==> src/rtl/acc_alu.sv <==
module acc_alu #(
  parameter int W = 8,
  parameter int NIB = 4
) (
  input  logic          clk,
  input  logic          rst,
  input  logic          alu_en,
  input  logic [2:0]    op,
  input  logic [W-1:0]  acc_in,
  input  logic [W-1:0]  opnd,
  input  logic          pair_en,
  input  logic [2*W-1:0] hl_in,
  input  logic [2*W-1:0] pair_in,
  output logic [W-1:0]  acc_out,
  output logic          acc_we,
  output logic [2*W-1:0] hl_out,
  output logic          flag_z,
  output logic          flag_n,
  output logic          flag_h,
  output logic          flag_c
);
  localparam int PW = 2 * W;
  localparam int HB = PW - NIB;
  localparam logic [2:0] OP_ADD = 3'd0, OP_ADC = 3'd1, OP_SUB = 3'd2, OP_SBC = 3'd3,
                         OP_AND = 3'd4, OP_XOR = 3'd5, OP_OR  = 3'd6, OP_CP  = 3'd7;

  logic            cin;
  logic [NIB:0]    add_lo, sub_lo;
  logic [W:0]      add_wd, sub_wd;
  logic [W-1:0]    res;
  logic            nz, nn, nh, nc;
  logic [HB:0]     pr_lo;
  logic [PW:0]     pr_wd;

  assign cin = (op == OP_ADC || op == OP_SBC) ? flag_c : 1'b0;

  assign add_lo = {1'b0, acc_in[NIB-1:0]} + {1'b0, opnd[NIB-1:0]} + {{NIB{1'b0}}, cin};
  assign sub_lo = {1'b0, acc_in[NIB-1:0]} - {1'b0, opnd[NIB-1:0]} - {{NIB{1'b0}}, cin};
  assign add_wd = {1'b0, acc_in} + {1'b0, opnd} + {{W{1'b0}}, cin};
  assign sub_wd = {1'b0, acc_in} - {1'b0, opnd} - {{W{1'b0}}, cin};

  always_comb begin
    res = add_wd[W-1:0];
    nn  = 1'b0;
    nh  = add_lo[NIB];
    nc  = add_wd[W];
    unique case (op)
      OP_ADD, OP_ADC: ;
      OP_SUB, OP_SBC, OP_CP: begin
        res = sub_wd[W-1:0];
        nn  = 1'b1;
        nh  = sub_lo[NIB];
        nc  = sub_wd[W];
      end
      OP_AND: begin res = acc_in & opnd; nh = 1'b1; nc = 1'b0; end
      OP_XOR: begin res = acc_in ^ opnd; nh = 1'b0; nc = 1'b0; end
      default: begin res = acc_in | opnd; nh = 1'b0; nc = 1'b0; end
    endcase
    nz = (res == '0);
  end

  assign acc_out = res;
  assign acc_we  = alu_en && (op != OP_CP);

  assign pr_lo  = {1'b0, hl_in[HB-1:0]} + {1'b0, pair_in[HB-1:0]};
  assign pr_wd  = {1'b0, hl_in} + {1'b0, pair_in};
  assign hl_out = pr_wd[PW-1:0];

  always_ff @(posedge clk) begin
    if (rst) begin
      flag_z <= 1'b0;
      flag_n <= 1'b0;
      flag_h <= 1'b0;
      flag_c <= 1'b0;
    end else if (alu_en) begin
      flag_z <= nz;
      flag_n <= nn;
      flag_h <= nh;
      flag_c <= nc;
    end else if (pair_en) begin
      flag_n <= 1'b0;
      flag_h <= pr_lo[HB];
      flag_c <= pr_wd[PW];
    end
  end

  AST_CP_NO_WRITE: assert property (@(posedge clk) disable iff (rst)
    (op == OP_CP) |-> !acc_we);
  AST_WE_FOLLOWS_EN: assert property (@(posedge clk) disable iff (rst)
    !alu_en |-> !acc_we);
  AST_SUB_FLAG: assert property (@(posedge clk) disable iff (rst)
    alu_en && (op == OP_SUB || op == OP_SBC || op == OP_CP) |=> flag_n);
  AST_AND_FLAGS: assert property (@(posedge clk) disable iff (rst)
    alu_en && (op == OP_AND) |=> flag_h && !flag_c && !flag_n);
  AST_ZERO_MATCH: assert property (@(posedge clk) disable iff (rst)
    acc_we |=> flag_z == ($past(acc_out) == '0));
  AST_PAIR_KEEPS_Z: assert property (@(posedge clk) disable iff (rst)
    !alu_en && pair_en |=> (flag_z == $past(flag_z)) && !flag_n);
  AST_IDLE_HOLD: assert property (@(posedge clk) disable iff (rst)
    !alu_en && !pair_en |=> $stable({flag_z, flag_n, flag_h, flag_c}));
  AST_RESET_CLEAR: assert property (@(posedge clk)
    rst |=> !flag_z && !flag_n && !flag_h && !flag_c);
endmodule

==> config.mk <==
export PLATFORM = sky130hd
export DESIGN_NAME = acc_alu
export DESIGN_NICKNAME = d
export VERILOG_FILES = /design/src/rtl/acc_alu.sv
export SDC_FILE = /design/constraint.sdc
export NUM_CORES = 1
export LEC_CHECK = 0
export BUFFER_PORTS_ARGS = -buffer_cell sky130_fd_sc_hd__buf_4
export CAP_MARGIN = 20
export CORE_MARGIN = 2
export CORE_UTILIZATION = 40
export CTS_CLUSTER_SIZE = 14
export DETAILED_ROUTE_END_ITERATION = 16
export PLACE_DENSITY = 0.7
export SLEW_MARGIN = 30
export SYNTH_ARGS = -nofsm -noshare
export SYNTH_HDL_FRONTEND = slang
export SYNTH_SLANG_ARGS = --single-unit
==> constraint.sdc <==
create_clock -name clk -period 2.8 [get_ports clk]
set_input_delay 0 -clock clk [delete_from_list [all_inputs] [get_ports clk]]
set_output_delay 0 -clock clk [all_outputs]
set_load 0.05 [all_outputs]
# After elaboration in Yosys (flattened, before gate mapping)
# Index checks and enable logic that the tools add are counted.
[classes]
n_addsub = 10
bitwise_logic = 3
n_eq_ne = 7
n_mux = 11
n_reduce_logical = 7
[op_table]
columns = ["op", "n"]
rows = [
  ["$pmux W8 S4", 1],
  ["$add A16 B16 Y17", 1],
  ["$add A12 B12 Y13", 1],
  ["$add A8 B8 Y9", 1],
  ["$add A9 B1 Y9", 1],
  ["$eq A3 B3 Y1 const B", 3],
  ["$sub A8 B8 Y9", 1],
  ["$sub A9 B1 Y9", 1],
  ["$and A8 B8 Y8", 1],
  ["$logic_not A8 Y1", 1],
  ["$mux W1", 8],
  ["$or A8 B8 Y8", 1],
  ["$xor A8 B8 Y8", 1],
  ["$eq A3 B2 Y1 const B", 2],
  ["$add A4 B4 Y5", 1],
  ["$add A5 B1 Y5", 1],
  ["$sub A4 B4 Y5", 1],
  ["$sub A5 B1 Y5", 1],
  ["$eq A3 B1 Y1 const B", 1],
  ["$logic_not A3 Y1", 1],
  ["$ne A3 B3 Y1 const B", 1],
  ["$pmux W1 S3", 1],
  ["$reduce_or A3 Y1", 1],
  ["$pmux W1 S2", 1],
  ["other kinds (4)", 4],
]
[word_totals]
input_bits = 55
word_cells = 42
out_inout_bits = 29
ff_bits = 4

# Logic depth before layout (Yosys ltp)
[depth]
depth_word = 6
depth_mapped = 14
mapped_depth_nobuf = 12

# Worst setup path after synthesis
# Ideal clock, no wire load.
[synth_path]
path_kind = "flip-flop to flip-flop"
from = "reg flag_c"
to = "reg flag_z"
n_path_buf = 0
path_stages_with_launch = 10
arrival_time_ps = 3726
required_ps = 2638
path_slack_ps = -1088
period_less_slack_ps = 3888
setup_time_ps = 162
path_cell_list = "dfxtp_1 > nand3b_1 > inv_1 > fa_1 > a21oi_1 > o21bai_1 > xnor2_1 > o311ai_0 > or4b_1 > o31ai_2"
[synth_via]
elab_chain_cells = 4
elab_cells_between_ends = 5
classes_between = "2 x add/sub; 2 x mux; 1 x reduce/logical"
[synth_rtl]
columns = ["element", "line_no", "rtl"]
rows = [
  ["start: declaration", "20", "output logic flag_c"],
  ["start signal: assignment", "79", "flag_c <= nc;"],
  ["start signal: assignment", "83", "flag_c <= pr_wd[PW];"],
  ["$mux W1 (*)", "35", "assign cin = (op == OP_ADC || op == OP_SBC) ? flag_c : 1'b0;"],
  ["$sub A9 B1 Y9 / $add A9 B1 Y9 (equally long branches)", "40, 39", ""],
  ["$pmux W8 S4 (*)", "47", "unique case (op)"],
  ["via acc_out[3]", "14", "output logic [W-1:0] acc_out,"],
  ["$logic_not A8 Y1 (*)", "59", "nz = (res == '0);"],
  ["end signal: assignment", "76", "flag_z <= nz;"],
  ["end: declaration", "17", "output logic flag_z,"],
]
# The timed path passes the listed nets; every way through them passes the cells marked *.
# A chain may end at the register's enable or synchronous reset.

# Worst setup path in the final report
[layout_path]
from = "reg flag_c"
to = "reg flag_z"
[layout_via]
elab_chain_cells = 4
elab_cells_between_ends = 5
classes_between = "2 x add/sub; 2 x mux; 1 x reduce/logical"
[layout_rtl]
columns = ["element", "line_no"]
rows = [
  ["$mux W1 (*)", "35"],
  ["$sub A9 B1 Y9 / $add A9 B1 Y9 (equally long branches)", "40, 39"],
  ["$pmux W8 S4 (*)", "47"],
  ["$logic_not A8 Y1 (*)", "59"],
]
# Every way passes the cells marked *; elsewhere a longest branch is shown, timed or not.

==> impl_results.md <==
- Root buf cell: clkbuf_8
- P per Cell Area: 380 nW/um^2
- Unrepaired setup endpoints after global routing: true
- Crit-path max FO: 2
- Ports: 84
- Fmax: 334 MHz
- Die Y: 79.2 um
- Initial antenna violation count: 0
- Clock Latency Late Sink: 0.23 ns
- Async SR Flop Fraction: 0%
- Main synth FF type: dfxtp_1
- Number of synthesized flops with an enable pin: 0
- DRC viols: 0
- Post-synthesis simple-gate area fraction: 19.6%
- Die width: 79.2 um
- Router iterations before antenna repair: 4
- Vias post-DR: 2521
- Gr ovfl total: 0
- Adder-Cell Fraction of Synth Area: 29.9%
- Critical Path AT: 3.14 ns
- Maximum vdd drop: 0.274 mV
- Bufs on Longest Clock Path: 2
- Avg WL per Cell: 13.7 um
- Tmin final: 3.00 ns
- Post-DP HPWL: 5.21 mm
- Power, Total: 1.22 mW
- Least-Margin Pin Slew: 0.491 ns
- Commonest non-fill, non-tap cell in the layout: buf_4
- Commonest cells after routing, fill and taps aside: buf_4 (92), ha_1 (45), inv_1 (39), nor2_1 (20)
- Final WS setup: -0.198 ns
- Starting Density: 41.3%
- Synth Cell Area: 2260 sq um
- Worst setup SP type: register
- Worst Path Required: 2.95 ns
- Multi-input gate area: 2080 sq um
- Critical Path, Cell by Cell: nand3b_1 > fa_2 > fa_2 > o21ai_2 > and2b_2 > xor2_2 > o221ai_4 > or3_1 > or4b_4 > o31ai_2
- Final Slew Violations: 0
- CTS buffer count: 3
- Design Area, Final: 3200 sq um
- GP Congestion: 0.918
- # fillers: 543
- Row Count: 27
- Max Cap Viol: 0
- Status: finished, violations left
- CP max-delay cell: or4b_4
- Post-Place Cell Area: 3030 sq um
- DR vias/cell: 5.36
- Layout area overhead: 41.5%
- Port Buffer Count: 83
- Compound-gate portion of the synthesized area: 25.9%
- Nets: 505
- Sequential-to-total area share from yosys stat: 3.54%
- Synthesis warning total: 0
- Hold violation count in the final report: 0
- Tcrit/Tclk final: 107%
- Clock Pin Slew Worst Setup and Hold Paths: 0.04 ns
- Largest family of logic cells by synthesized area: adder cells
- Yosys reg bits: 4
- Vias in the first global route: 2387
- Slew headroom: 66.8%
- Crit. End Element: register
- Multiplexer share of the synthesized area: 3.65%
- Largest net degree at the start of global routing: 23
- Xor/xnor share of the synthesized area: 8.85%
- Violated checks: negative setup slack
- Die area: 6270 sq um
- Setup Slack @ Placement: -0.173 ns
- Total Wirelength: 6.44 mm
- Worst Hold Class: input pin to register
- Static leakage: 1.60 nW
- Syn_area_per_cell: 7.42 sq um
- Total GRT Usage: 19.9%
- Share of cells above drive strength 1: 31.9%
- Final setup vio count: 1
- 1st-iter DRT viols: 92
- ANT cells: 0
- Global-route wire length before repair: 10.4 mm
- Slowest Stage Delay on Critical Path: 0.52 ns
- Worst Skew: 0.0108 ns
- H-tree depth: 1
- Clock sink total: 4
- Syn_nets: 411
- Register Area: 83.8 sq um
- Yosys cell types: 59
- Most used cell, CP: fa_2
- Antenna Nets Post-Route: 0
- Worst Setup Path Type: register to register
- CTS tree: built
- Core area: 5470 sq um
- Post-synthesis cell count: 305
cells by family (layout without fill, tap and decap cells):
kind of cell | after synthesis | in the layout
and+or+nand+nor | 83 | 83
adders and majority gates | 51 | 51
buffers and inverters | 48 | 141
DFF | 4 | 4
AOI/OAI and AO/OA | 89 | 89
muxes | 8 | 8
xor gates and xnor gates | 22 | 22
synth_stat cells, types with 5 or more instances:
cell type / count / area (sq um)
nand3_1: 5 / 25.0
a21oi_1: 22 / 110
mux2i_1: 6 / 60.1
ha_1: 46 / 576
a21o_1: 10 / 75.1
nor3_1: 7 / 35.0
xnor2_1: 14 / 123
nand2_1: 19 / 71.3
xor2_1: 7 / 61.3
nor2_1: 20 / 75.1
a31oi_1: 6 / 37.5
inv_1: 40 / 150
fa_1: 5 / 100
o21ai_0: 16 / 80.1
sequential cells by signal (all words and copies together) (netlist names):
register,flops
flag_c,1
flag_n,1
flag_z,1
flag_h,1
per-layer routing:
| layer | vias up | GRT usage, % | wire, um |
|---|---|---|---|
| met5 | - | 0 | 0 |
| met4 | 0 | 4.31 | 91 |
| met3 | 10 | 3.30 | 429 |
| met2 | 87 | 35.4 | 3230 |
| met1 | 1148 | 25.2 | 2690 |
| li1 | 1276 | - | - |
report_power, final:
group          switching (mW)  internal (mW)  leakage [nW]
sequential            0.00189         0.0609        0.0335
clock                  0.0402         0.0982        0.0228
combinational           0.616          0.401          1.55
worst paths after layout:
check               from  slack, ns  cells after the start  endpoint
hold / removal    alu_en       0.05                      2    flag_h
setup reg to reg  flag_c      -0.20                     10    flag_z
setup / recovery  flag_c      -0.20                     10    flag_z
hold reg to reg   flag_z       0.49                      2    flag_z
metrics by stage:
step	instances	util (%)	TNS (ns)	hold WS, ns
2_1_floorplan	305	-	-0.344	0.0685
3_3_place_gp	461	55.3	-0.107	0.208
3_5_place_dp	461	55.3	-0.173	0.212
4_1_cts	466	56.4	-0.192	0.0409
5_1_grt	470	58.5	-0.433	0.0604
6_report	470	58.5	-0.198	0.0466
worst max-delay path, delay by kind of cell, from the launching register on:
kind / cells / cell delay (ns)
AND/OR/NAND/NOR: 4 / 1.17
adder cells (fa/ha/maj): 2 / 0.76
AO/OA/AOI/OAI: 3 / 0.47
flip-flops: 1 / 0.33
XOR/XNOR: 1 / 0.19
repair_timing:
item | 4_1_cts | 5_1_grt
endpoints found under the hold margin | 2 | 0
hold buffers | 1 | 0
pin swaps | 0 | 9
endpoints found under the setup margin | 1 | 5
resized for setup | 1 | 18
buffers inserted | 0 | 6
final cells by class:
| class | count | area share, % |
|---|---|---|
| flip-flops and latches | 4 | 2.62 |
| well taps | 72 | 2.81 |
| clock buffers | 4 | 1.41 |
| repair buffers | 97 | 23.4 |
| inverters | 40 | 4.69 |
| multi-input cells | 253 | 65.1 |
Note: power is estimated with default switching activity, not from simulation.
